`src/rtl/cg_pkg.sv`:
```
package cg_pkg;
  // Bits needed to hold the values 0 .. n-1, never less than one.
  function automatic int unsigned width_for(int unsigned n);
    return (n < 2) ? 1 : $clog2(n);
  endfunction
endpackage

```
`src/rtl/cg_reset_sync.sv`:
```
module cg_reset_sync #(
  parameter int unsigned STAGES = 2
) (
  input  logic clk,
  input  logic rst_n,
  output logic rst_n_sync
);
  logic [STAGES-1:0] stage_q;

  for (genvar i = 0; i < STAGES; i++) begin : g_stage
    logic d;
    if (i == 0) begin : g_first
      assign d = 1'b1;
    end else begin : g_next
      assign d = stage_q[i-1];
    end
    always_ff @(posedge clk or negedge rst_n) begin
      if (!rst_n) stage_q[i] <= 1'b0;
      else        stage_q[i] <= d;
    end
  end

  assign rst_n_sync = stage_q[STAGES-1];
endmodule

```
`src/rtl/cg_phase_gate.sv`:
```
module cg_phase_gate
  import cg_pkg::*;
#(
  parameter int unsigned PHASE = 0
) (
  input  logic clk,
  input  logic rst_n,
  output logic running_o
);
  localparam int unsigned PH_W = width_for(PHASE + 1);
  localparam logic [PH_W-1:0] PH_END = PH_W'(PHASE);

  logic [PH_W-1:0] wait_q, wait_d;
  logic            done;
  logic            wait_en;

  assign done    = (wait_q == PH_END);
  assign wait_en = !done;

  always_comb begin
    wait_d = wait_q + 1'b1;
  end

  always_ff @(posedge clk or negedge rst_n) begin
    if (!rst_n)       wait_q <= '0;
    else if (wait_en) wait_q <= wait_d;
  end

  assign running_o = rst_n & done;

  AST_RUN_STAYS: assert property (@(posedge clk) disable iff (!rst_n)
    running_o |=> running_o);
endmodule

```
`src/rtl/cg_ratio_div.sv`:
```
module cg_ratio_div
  import cg_pkg::*;
#(
  parameter int unsigned RATIO    = 1,
  parameter int unsigned HIGH_CYC = 1
) (
  input  logic clk,
  input  logic rst_n,
  input  logic adv_i,
  output logic last_o,
  output logic level_o
);
  localparam int unsigned DIV_W = width_for(RATIO);
  localparam logic [DIV_W-1:0] POS_LAST = DIV_W'(RATIO - 1);
  localparam logic [DIV_W:0]   HIGH_LIM = (DIV_W + 1)'(HIGH_CYC);

  logic [DIV_W-1:0] pos_q, pos_d;

  assign last_o = (pos_q == POS_LAST);

  always_comb begin
    if (last_o) pos_d = '0;
    else        pos_d = pos_q + 1'b1;
  end

  always_ff @(posedge clk or negedge rst_n) begin
    if (!rst_n)     pos_q <= '0;
    else if (adv_i) pos_q <= pos_d;
  end

  assign level_o = ({1'b0, pos_q} < HIGH_LIM);

  AST_POS_FROZEN: assert property (@(posedge clk) disable iff (!rst_n)
    !adv_i |=> $stable(pos_q));
  AST_POS_RANGE: assert property (@(posedge clk) disable iff (!rst_n)
    pos_q <= POS_LAST);
endmodule

```
`src/rtl/cg_rst_stretch.sv`:
```
module cg_rst_stretch
  import cg_pkg::*;
#(
  parameter int unsigned RST_CYC = 4
) (
  input  logic clk,
  input  logic rst_n,
  input  logic tick_i,
  output logic dut_rst_o
);
  localparam int unsigned RC_W = width_for(RST_CYC + 1);
  localparam logic [RC_W-1:0] RC_END = RC_W'(RST_CYC);

  logic [RC_W-1:0] seen_q, seen_d;
  logic            done;
  logic            seen_en;

  assign done    = (seen_q == RC_END);
  assign seen_en = tick_i && !done;

  always_comb begin
    seen_d = seen_q + 1'b1;
  end

  always_ff @(posedge clk or negedge rst_n) begin
    if (!rst_n)       seen_q <= '0;
    else if (seen_en) seen_q <= seen_d;
  end

  assign dut_rst_o = !done;

  AST_RST_NO_REASSERT: assert property (@(posedge clk) disable iff (!rst_n)
    !dut_rst_o |=> !dut_rst_o);
  AST_RST_NEEDS_TICK: assert property (@(posedge clk) disable iff (!rst_n)
    !tick_i |=> $stable(dut_rst_o));
endmodule

```
`src/rtl/cg_cycle_count.sv`:
```
module cg_cycle_count #(
  parameter int unsigned CNT_W = 16
) (
  input  logic             clk,
  input  logic             rst_n,
  input  logic             tick_i,
  output logic [CNT_W-1:0] count_o
);
  logic [CNT_W-1:0] cnt_q, cnt_d;

  always_comb begin
    cnt_d = cnt_q + 1'b1;
  end

  always_ff @(posedge clk or negedge rst_n) begin
    if (!rst_n)      cnt_q <= '0;
    else if (tick_i) cnt_q <= cnt_d;
  end

  assign count_o = cnt_q;

  AST_COUNT_STEP: assert property (@(posedge clk) disable iff (!rst_n)
    tick_i |=> (count_o == $past(count_o) + 1'b1));
  AST_COUNT_HOLD: assert property (@(posedge clk) disable iff (!rst_n)
    !tick_i |=> $stable(count_o));
endmodule

```
`src/rtl/cclk_gate_ctrl.sv`:
```
module cclk_gate_ctrl #(
  parameter int unsigned RATIO       = 1,
  parameter int unsigned HIGH_CYC    = 1,
  parameter int unsigned PHASE       = 0,
  parameter int unsigned RST_CYC     = 4,
  parameter int unsigned CNT_W       = 16,
  parameter int unsigned SYNC_STAGES = 2
) (
  input  logic             clk_u,
  input  logic             rst_n,
  input  logic             ready_i,
  output logic             cke_o,
  output logic             cclk_o,
  output logic             dut_rst_o,
  output logic [CNT_W-1:0] cyc_count_o
);
  logic rst_n_s;
  logic running;
  logic advance;
  logic pos_last;
  logic pos_level;

  cg_reset_sync #(.STAGES(SYNC_STAGES)) u_sync (
    .clk        (clk_u),
    .rst_n      (rst_n),
    .rst_n_sync (rst_n_s)
  );

  cg_phase_gate #(.PHASE(PHASE)) u_phase (
    .clk       (clk_u),
    .rst_n     (rst_n_s),
    .running_o (running)
  );

  assign advance = running && ready_i;

  cg_ratio_div #(.RATIO(RATIO), .HIGH_CYC(HIGH_CYC)) u_div (
    .clk     (clk_u),
    .rst_n   (rst_n_s),
    .adv_i   (advance),
    .last_o  (pos_last),
    .level_o (pos_level)
  );

  assign cke_o  = advance && pos_last;
  assign cclk_o = running && pos_level;

  cg_rst_stretch #(.RST_CYC(RST_CYC)) u_rst (
    .clk       (clk_u),
    .rst_n     (rst_n_s),
    .tick_i    (cke_o),
    .dut_rst_o (dut_rst_o)
  );

  cg_cycle_count #(.CNT_W(CNT_W)) u_cnt (
    .clk     (clk_u),
    .rst_n   (rst_n_s),
    .tick_i  (cke_o),
    .count_o (cyc_count_o)
  );

  AST_FREEZE_NO_STROBE: assert property (@(posedge clk_u) disable iff (!rst_n_s)
    !ready_i |-> !cke_o);
  AST_WAIT_NO_STROBE: assert property (@(posedge clk_u) disable iff (!rst_n_s)
    !running |-> (!cke_o && !cclk_o));
  AST_COUNT_IN_RESET: assert property (@(posedge clk_u) disable iff (!rst_n_s)
    $rose(running) |-> (cyc_count_o == '0));
endmodule

```
`config.mk`:
```
export PLATFORM = sky130hd
export DESIGN_NAME = cclk_gate_ctrl
export DESIGN_NICKNAME = d
export VERILOG_FILES = /design/src/rtl/cg_pkg.sv /design/src/rtl/cg_reset_sync.sv /design/src/rtl/cg_phase_gate.sv /design/src/rtl/cg_ratio_div.sv /design/src/rtl/cg_rst_stretch.sv /design/src/rtl/cg_cycle_count.sv /design/src/rtl/cclk_gate_ctrl.sv
export SDC_FILE = /design/constraint.sdc
export NUM_CORES = 1
export LEC_CHECK = 0
export CORE_UTILIZATION = 30
export CTS_CLUSTER_DIAMETER = 30
export CTS_CLUSTER_SIZE = 28
export DETAILED_ROUTE_END_ITERATION = 6
export DONT_BUFFER_PORTS = 1
export HOLD_SLACK_MARGIN = 0.08
export PLACE_DENSITY_LB_ADDON = 0.3
export SLEW_MARGIN = 30
export SYNTH_ARGS = -nofsm -noshare
export SYNTH_HDL_FRONTEND = slang
export SYNTH_SLANG_ARGS = --single-unit
```
`constraint.sdc`:
```
create_clock -name clk_u -period 1.41 [get_ports clk_u]
set_input_delay 0.2115 -clock clk_u [delete_from_list [all_inputs] [get_ports clk_u]]
set_output_delay 0.2115 -clock clk_u [all_outputs]
set_load 0.05 [all_outputs]
```
==> key figures, run 1 <==
Pwr
  – Leakage: 0.000612 µW
  – Peak VDD IR: 1.07 mV
  – Pwr/cell area: 1730 mW/mm²

Floorplan
  – Core area: 0.00285 mm²
  – Num rows: 19
  – Die X-Extent: between 50 and 60 µm
  – Die Span Y: 57.7 µm
  – Num ports: 22
  – Initial Util: approximately a third
  – Total Die Area: ~0.0033 mm²

Synth
  – Top FF cell, synth: dfrtp_1
  – Synthesized flop and latch total: 21
  – Synth warn: 0
  – Avg Inst Size Synth: around 12 µm²
  – Syn_nets: 83
  – Mapped cell area: 931 µm²
  – Async SR Flop Fraction: 100%
  – Seq/Total Area, Yosys: 56.5%
  – Cells after synthesis: 77
  – Post-synth cell types: 23
  – Post-synth EDFFs: 0

CTS
  – Sink Count: 21
  – TritonCTS Buffers: 3
  – Clock-pin transition on the worst setup and hold timing paths: 0.11 ns
  – Clock Latency Late Sink: 0.30 ns
  – H-tree levels: 1
  – Root Buffer: clkbuf_4
  – Clock Tree Buf Depth: 2
  – CTS tree: yes

Setup path
  – Critical Path RT: 1.20 ns
  – Crit Path Class: flip-flop to primary output
  – Worst path arrival time: around 1.2 ns
  – Critical path fanouts, max: 2
  – Critical Path End Type: primary output
  – Worst Setup Start Kind: flip-flop

Placement
  – Dpl ws: 0.136 ns
  – Post-DP HPWL: ~1300 µm
  – # port buffers: 0
  – GP Congestion: 0.709

Global routing
  – Initial antenna violation count: 0
  – First-pass GRT wire length: 2950 µm
  – Vias in the first global route: 625
  – Total gr overflow: 0
  – Largest net degree at the start of global routing: 21
  – Gr usage total: roughly an eighth

Routing
  – Wire per inst: 13.3 µm
  – Total wire length: 1800 µm
  – Residual DRC: 1
  – Post-DR vias/cell: 4.93
  – TritonRoute pass-1 iters: 6
  – Initial drt markers: 12
  – Via count: around 670
  – Final ANT Viol Nets: 0

Status
  – Outcome: complete, but fails checks
  – Failing checks: design-rule violations

Timing
  – Setup violators final: 0
  – Period utilization: a little over nine tenths
  – Skew final: 0.000978 ns
  – Period minus WS final: 1.38 ns
  – Setup ws final: approximately 0.031 ns
  – Final hold vios: 0
  – Fin. max-slew vios: 0
  – Fin Setup TNS: 0 ns
  – RSZ-0062 raised after global routing: true
  – Fmax: 725 MHz

Job
  – Max-Cap Viols: 0

Layout
  – Area added between synthesis and finish: 32.7%
  – # diodes: 0
  – Nets: 111
  – Share of layout cells above drive strength 1: 47.1%
  – Final core occ: 43.3%
  – Fillers: 280

Worst hold path
  – Hold WC Path Type: primary input to asynchronous set/reset pin
cells in the mapped netlist (2+ instances only):
cell | instances | area, µm²
nand3_1 | 2 | 10.0
inv_1 | 3 | 11.3
and3_1 | 5 | 31.3
nand2_1 | 7 | 26.3
nand4_1 | 4 | 25.0
nor2_1 | 2 | 7.51
ha_1 | 3 | 37.5
xnor2_1 | 8 | 70.1
mux2_2 | 2 | 22.5
dfrtp_1 | 21 | 526
xor2_1 | 8 | 70.1
critical path, stage by stage (launching register included):
cell     delay [ns]
dfrtp_1        0.40
inv_1          0.07
ha_2           0.18
nand2_2        0.07
buf_8          0.15
report_power, final:
part	leakage [µW]	total [µW]	internal [µW]	switching, µW
clock network	0.0000177	284	106	178
registers	0.000259	832	739	92.9
logic	0.000335	1020	406	610
state kept, by name, indices dropped and copies added, names as in the netlist:
register,cells
u_cnt.count_o,16
u_rst.seen_q,3
u_sync.g_stage.d,1
u_sync.rst_n_sync,1
layer usage:
metal | share of wire [%] | GRT usage [%] | wire length, µm | vias up
met5 | 0 | 0 | 0 | -
met4 | 1.1 | 4.08 | 19 | 0
met3 | 6.5 | 5.80 | 117 | 2
met2 | 50 | 20.1 | 903 | 18
met1 | 42 | 13.1 | 754 | 330
li1 | - | - | - | 315
path summary, 6_finish.rpt:
path,from,end,slack [ns],cells past startpoint
setup reg to reg,u_rst.seen_q[1],u_rst.seen_q[1],0.08,6
max in group asynchronous,u_sync.rst_n_sync,u_cnt.count_o[8],0.77,1
setup / recovery,u_rst.seen_q[1],dut_rst_o,0.03,4
min in group clk_u,ready_i,u_rst.seen_q[0],0.25,3
hold reg to reg,u_sync.rst_n_sync,u_rst.seen_q[0],0.35,1
hold / removal,rst_n,u_sync.rst_n_sync,0.13,1
area by class of cell:
class,count,area [µm²],share of cell area (%)
inverters,3,11.3,0.912
repair buffers,24,194,15.7
clock inverters,1,5.00,0.405
clock buffers,3,22.5,1.82
well taps,31,38.8,3.14
multi-input cells,52,423,34.2
flip-flops and latches,21,541,43.8
repair_timing:
| item | 4_1_cts | 5_1_grt |
|---|---|---|
| pin swaps | 1 | 1 |
| resized for setup | 2 | 2 |
| hold endpoints to repair | 2 | 0 |
| hold buffers | 1 | 0 |
| endpoints found under the setup margin | 1 | 2 |
| buffers inserted | 3 | 1 |
cell families (layout without fill, tap and decap cells):
logic type / Yosys count / count (layout) / synth area share [%]
buf+inv: 4 / 31 / 1.75
compound gates: 2 / 2 / 1.21
fa+ha+maj: 3 / 3 / 4.03
flops: 21 / 21 / 56.5
mux: 2 / 2 / 2.42
simple gates: 28 / 28 / 18.7
xor+xnor: 16 / 16 / 15.1
other cells: 1 / 1 / 0.403
through the flow:
step | instance area [µm²] | hold WS, ns | cells | power [µW]
4_1_cts | 1220 | 0.125 | 134 | 2130
2_1_floorplan | 992 | -0.0841 | 77 | 1500
6_report | 1230 | 0.129 | 135 | 2130
5_1_grt | 1230 | 0.111 | 135 | 2270
3_5_place_dp | 1150 | -0.0840 | 126 | 1750
3_3_place_gp | 1150 | -0.0840 | 126 | 1720
cell usage in the layout, fill, tap and decap left out, types with 3 or more instances in the layout:
master,n
buf_4,21
dfrtp_1,11
dfrtp_2,9
xor2_1,8
xnor2_1,8
and3_1,5
nand2_1,5
nand4_1,4
inv_1,3
clkbuf_4,3
No activity file was read; power rests on OpenSTA's default activity.
==> run 2: changes to the inputs <==
--- a/config.mk
+++ b/config.mk
@@ -12,6 +12,7 @@
 export DONT_BUFFER_PORTS = 1
 export HOLD_SLACK_MARGIN = 0.08
 export PLACE_DENSITY_LB_ADDON = 0.3
+export REMOVE_ABC_BUFFERS = 1
 export SLEW_MARGIN = 30
 export SYNTH_ARGS = -nofsm -noshare
 export SYNTH_HDL_FRONTEND = slang
==> key figures, run 2 (synthesis gave the netlist of run 1 again) <==
Status
  – Outcome: complete, but fails checks
  – Failing checks: design-rule violations

CTS
  – CTS tree: yes
  – Clock Latency Late Sink: 0.30 ns (about the same)
  – TritonCTS Buffers: 3 (unchanged)
  – H-tree levels: 1 (unchanged)
  – Clock-pin transition on the worst setup and hold timing paths: 0.11 ns (about the same)
  – Clock Tree Buf Depth: 2 (unchanged)
  – Root Buffer: clkbuf_4
  – Sink Count: 21 (unchanged)

Pwr
  – Reg power frac: 38.7% (-0.3 points)
  – Leakage: 0.000638 µW (+4.4%)
  – Comb pwr share: 47.6% (about the same)
  – Switching Share: 41.0% (-0.31 points)
  – Sw power: 854 µW (-3.1%)
  – Pwr/cell area: 1720 mW/mm² (-0.23%)
  – Peak VDD IR: 0.908 mV (-15%)
  – Cell internal pwr: 1230 µW (-1.8%)
  – Clock network fraction of total power: 13.7% (+0.4 points)

Placement
  – # port buffers: 0 (unchanged)
  – GP Congestion: 0.728 (+2.6%)
  – Post-DP HPWL: 1250 µm (-4.7%)
  – Placement Cell Area: 0.00111 mm² (-4.0%)

Routing
  – Final ANT Viol Nets: 0 (unchanged)
  – Post-DR vias/cell: 4.93 (+0.16%)
  – Total wire length: 1790 µm (-0.17%)
  – Initial drt markers: 15 (+3)
  – TritonRoute pass-1 iters: 6 (unchanged)
  – Via count: 671 (+0.90%)
  – Wire per inst: 13.2 µm (-0.90%)
  – Residual DRC: 1 (unchanged)

Layout
  – Most common cell after layout, fill and taps aside: buf_4
  – Max reg flops: 16 (unchanged)
  – # diodes: 0 (unchanged)
  – Fin area: 0.00121 mm² (-2.1%)
  – Leading cell types in the layout, fill and taps excluded: buf_4, dfrtp_1, xor2_1, xnor2_1
  – Area added between synthesis and finish: 29.8%
  – Nets: 112 (+0.90%)
  – Share of layout cells above drive strength 1: 35.2% (-12 points)

Setup path
  – Critical Path RT: 1.20 ns (about the same)
  – Critical path's slowest cell: dfrtp_1
  – Worst-path cell chain: inv_1, ha_2, nand2_2, buf_8
  – CP top delay family: flip-flops
  – Critical Path End Type: primary output
  – Worst path arrival time: 1.17 ns (about the same)
  – Crit Path Class: flip-flop to primary output
  – CP peak stage delay: 0.40 ns (about the same)
  – WP buf/inv: 2 (unchanged)
  – Reg2reg setup slack: 0.05 ns (-0.03 ns)
  – Worst Setup Start Kind: flip-flop
  – Critical path fanouts, max: 2 (unchanged)

Timing
  – Period utilization: 97.9% (+0.13 points)
  – Hold_ws: 0.127 ns (-0.00176 ns)
  – RSZ-0062 raised after global routing: true
  – Skew final: 0.00514 ns (+0.00416 ns)
  – Final hold vios: 0 (unchanged)
  – Fmax: 724 MHz (-0.13%)
  – Setup violators final: 0 (unchanged)
  – Fin. max-slew vios: 0 (unchanged)
  – Period minus WS final: 1.38 ns (+0.00184 ns)

Floorplan
  – Total Die Area: 0.00333 mm² (unchanged)
  – Die X-Extent: 57.7 µm (unchanged)
  – Num rows: 19 (unchanged)
  – Num ports: 22 (unchanged)
  – Initial Util: 32.6% (unchanged)
  – Core area: 0.00285 mm² (unchanged)
  – Die Span Y: 57.7 µm (unchanged)

Global routing
  – Total gr overflow: 0 (unchanged)
  – First-pass GRT wire length: 2770 µm (-5.9%)
  – Vias in the first global route: 607 (-2.9%)
  – Largest net degree at the start of global routing: 21 (unchanged)
  – Gr usage total: 11.5% (-0.39 points)
  – Initial antenna violation count: 0 (unchanged)

Worst hold path
  – Hold WC Path Type: primary input to asynchronous set/reset pin

Job
  – Max-Cap Viols: 0 (unchanged)
==> run 2: cell count changes in the layout (fill, tap and decap cells not counted), sizes merged <==
cell	previous run	this run
buf	23	24
clkbuf	3	4
clkinv	1	0
==> run 2: layout make-up <==
class	instances	area, µm²
inverters	3	11.3
flip-flops and latches	21	526
fillers	288	1640
well taps	31	38.8
multi-input cells	52	405
repair buffers	25	201
clock buffers	4	26.3
==> run 2: repair_timing <==
action,in CTS,in global routing
pin swaps,1,2
hold endpoints to repair,2,0
resized for setup,2,5
endpoints found under the setup margin,1,4
buffers inserted,2,3
cloned,0,0
hold buffers,1,0
==> run 2: metal layers <==
layer | part of all wire (%) | global-route usage (%)
met1 | 46 | 14.6
met2 | 45 | 16.3
met3 | 8.3 | 6.03
met4 | 1.2 | 5.10
met5 | 0 | 0
==> run 2: metrics by stage <==
stage | power, µW | util (%) | std cells | worst slack, ns | TNS (ns)
detailed placement | 1670 | 38.8 | 126 | 0.0544 | 0
CTS | 2020 | 40.8 | 133 | 0.00301 | 0
finish | 2080 | 42.4 | 136 | 0.0296 | 0
floorplan | 1420 | - | 76 | -0.745 | -10.89
global route | 2210 | 42.4 | 136 | -0.0393 | -0.0393
global placement | 1640 | 38.8 | 126 | 0.118 | 0
==> run 2: worst paths after layout <==
check	depth (start not counted)	from	to
hold / removal	1	rst_n	u_sync.g_stage[1].d
min in group clk_u	2	ready_i	u_cnt.count_o[0]
setup reg to reg	6	u_rst.seen_q[0]	u_rst.seen_q[1]
max in group asynchronous	1	u_sync.rst_n_sync	u_cnt.count_o[0]
hold reg to reg	1	u_sync.rst_n_sync	u_cnt.count_o[8]
setup / recovery	4	u_rst.seen_q[0]	dut_rst_o
==> run 2: power by group through the flow <==
stage	combinational [µW]	sequential (µW)	clock, µW
2_1_floorplan	285	1130	0
3_3_place_gp	824	818	0
3_5_place_dp	842	827	0
4_1_cts	904	811	301
5_1_grt	1070	823	325
6_report	990	806	285
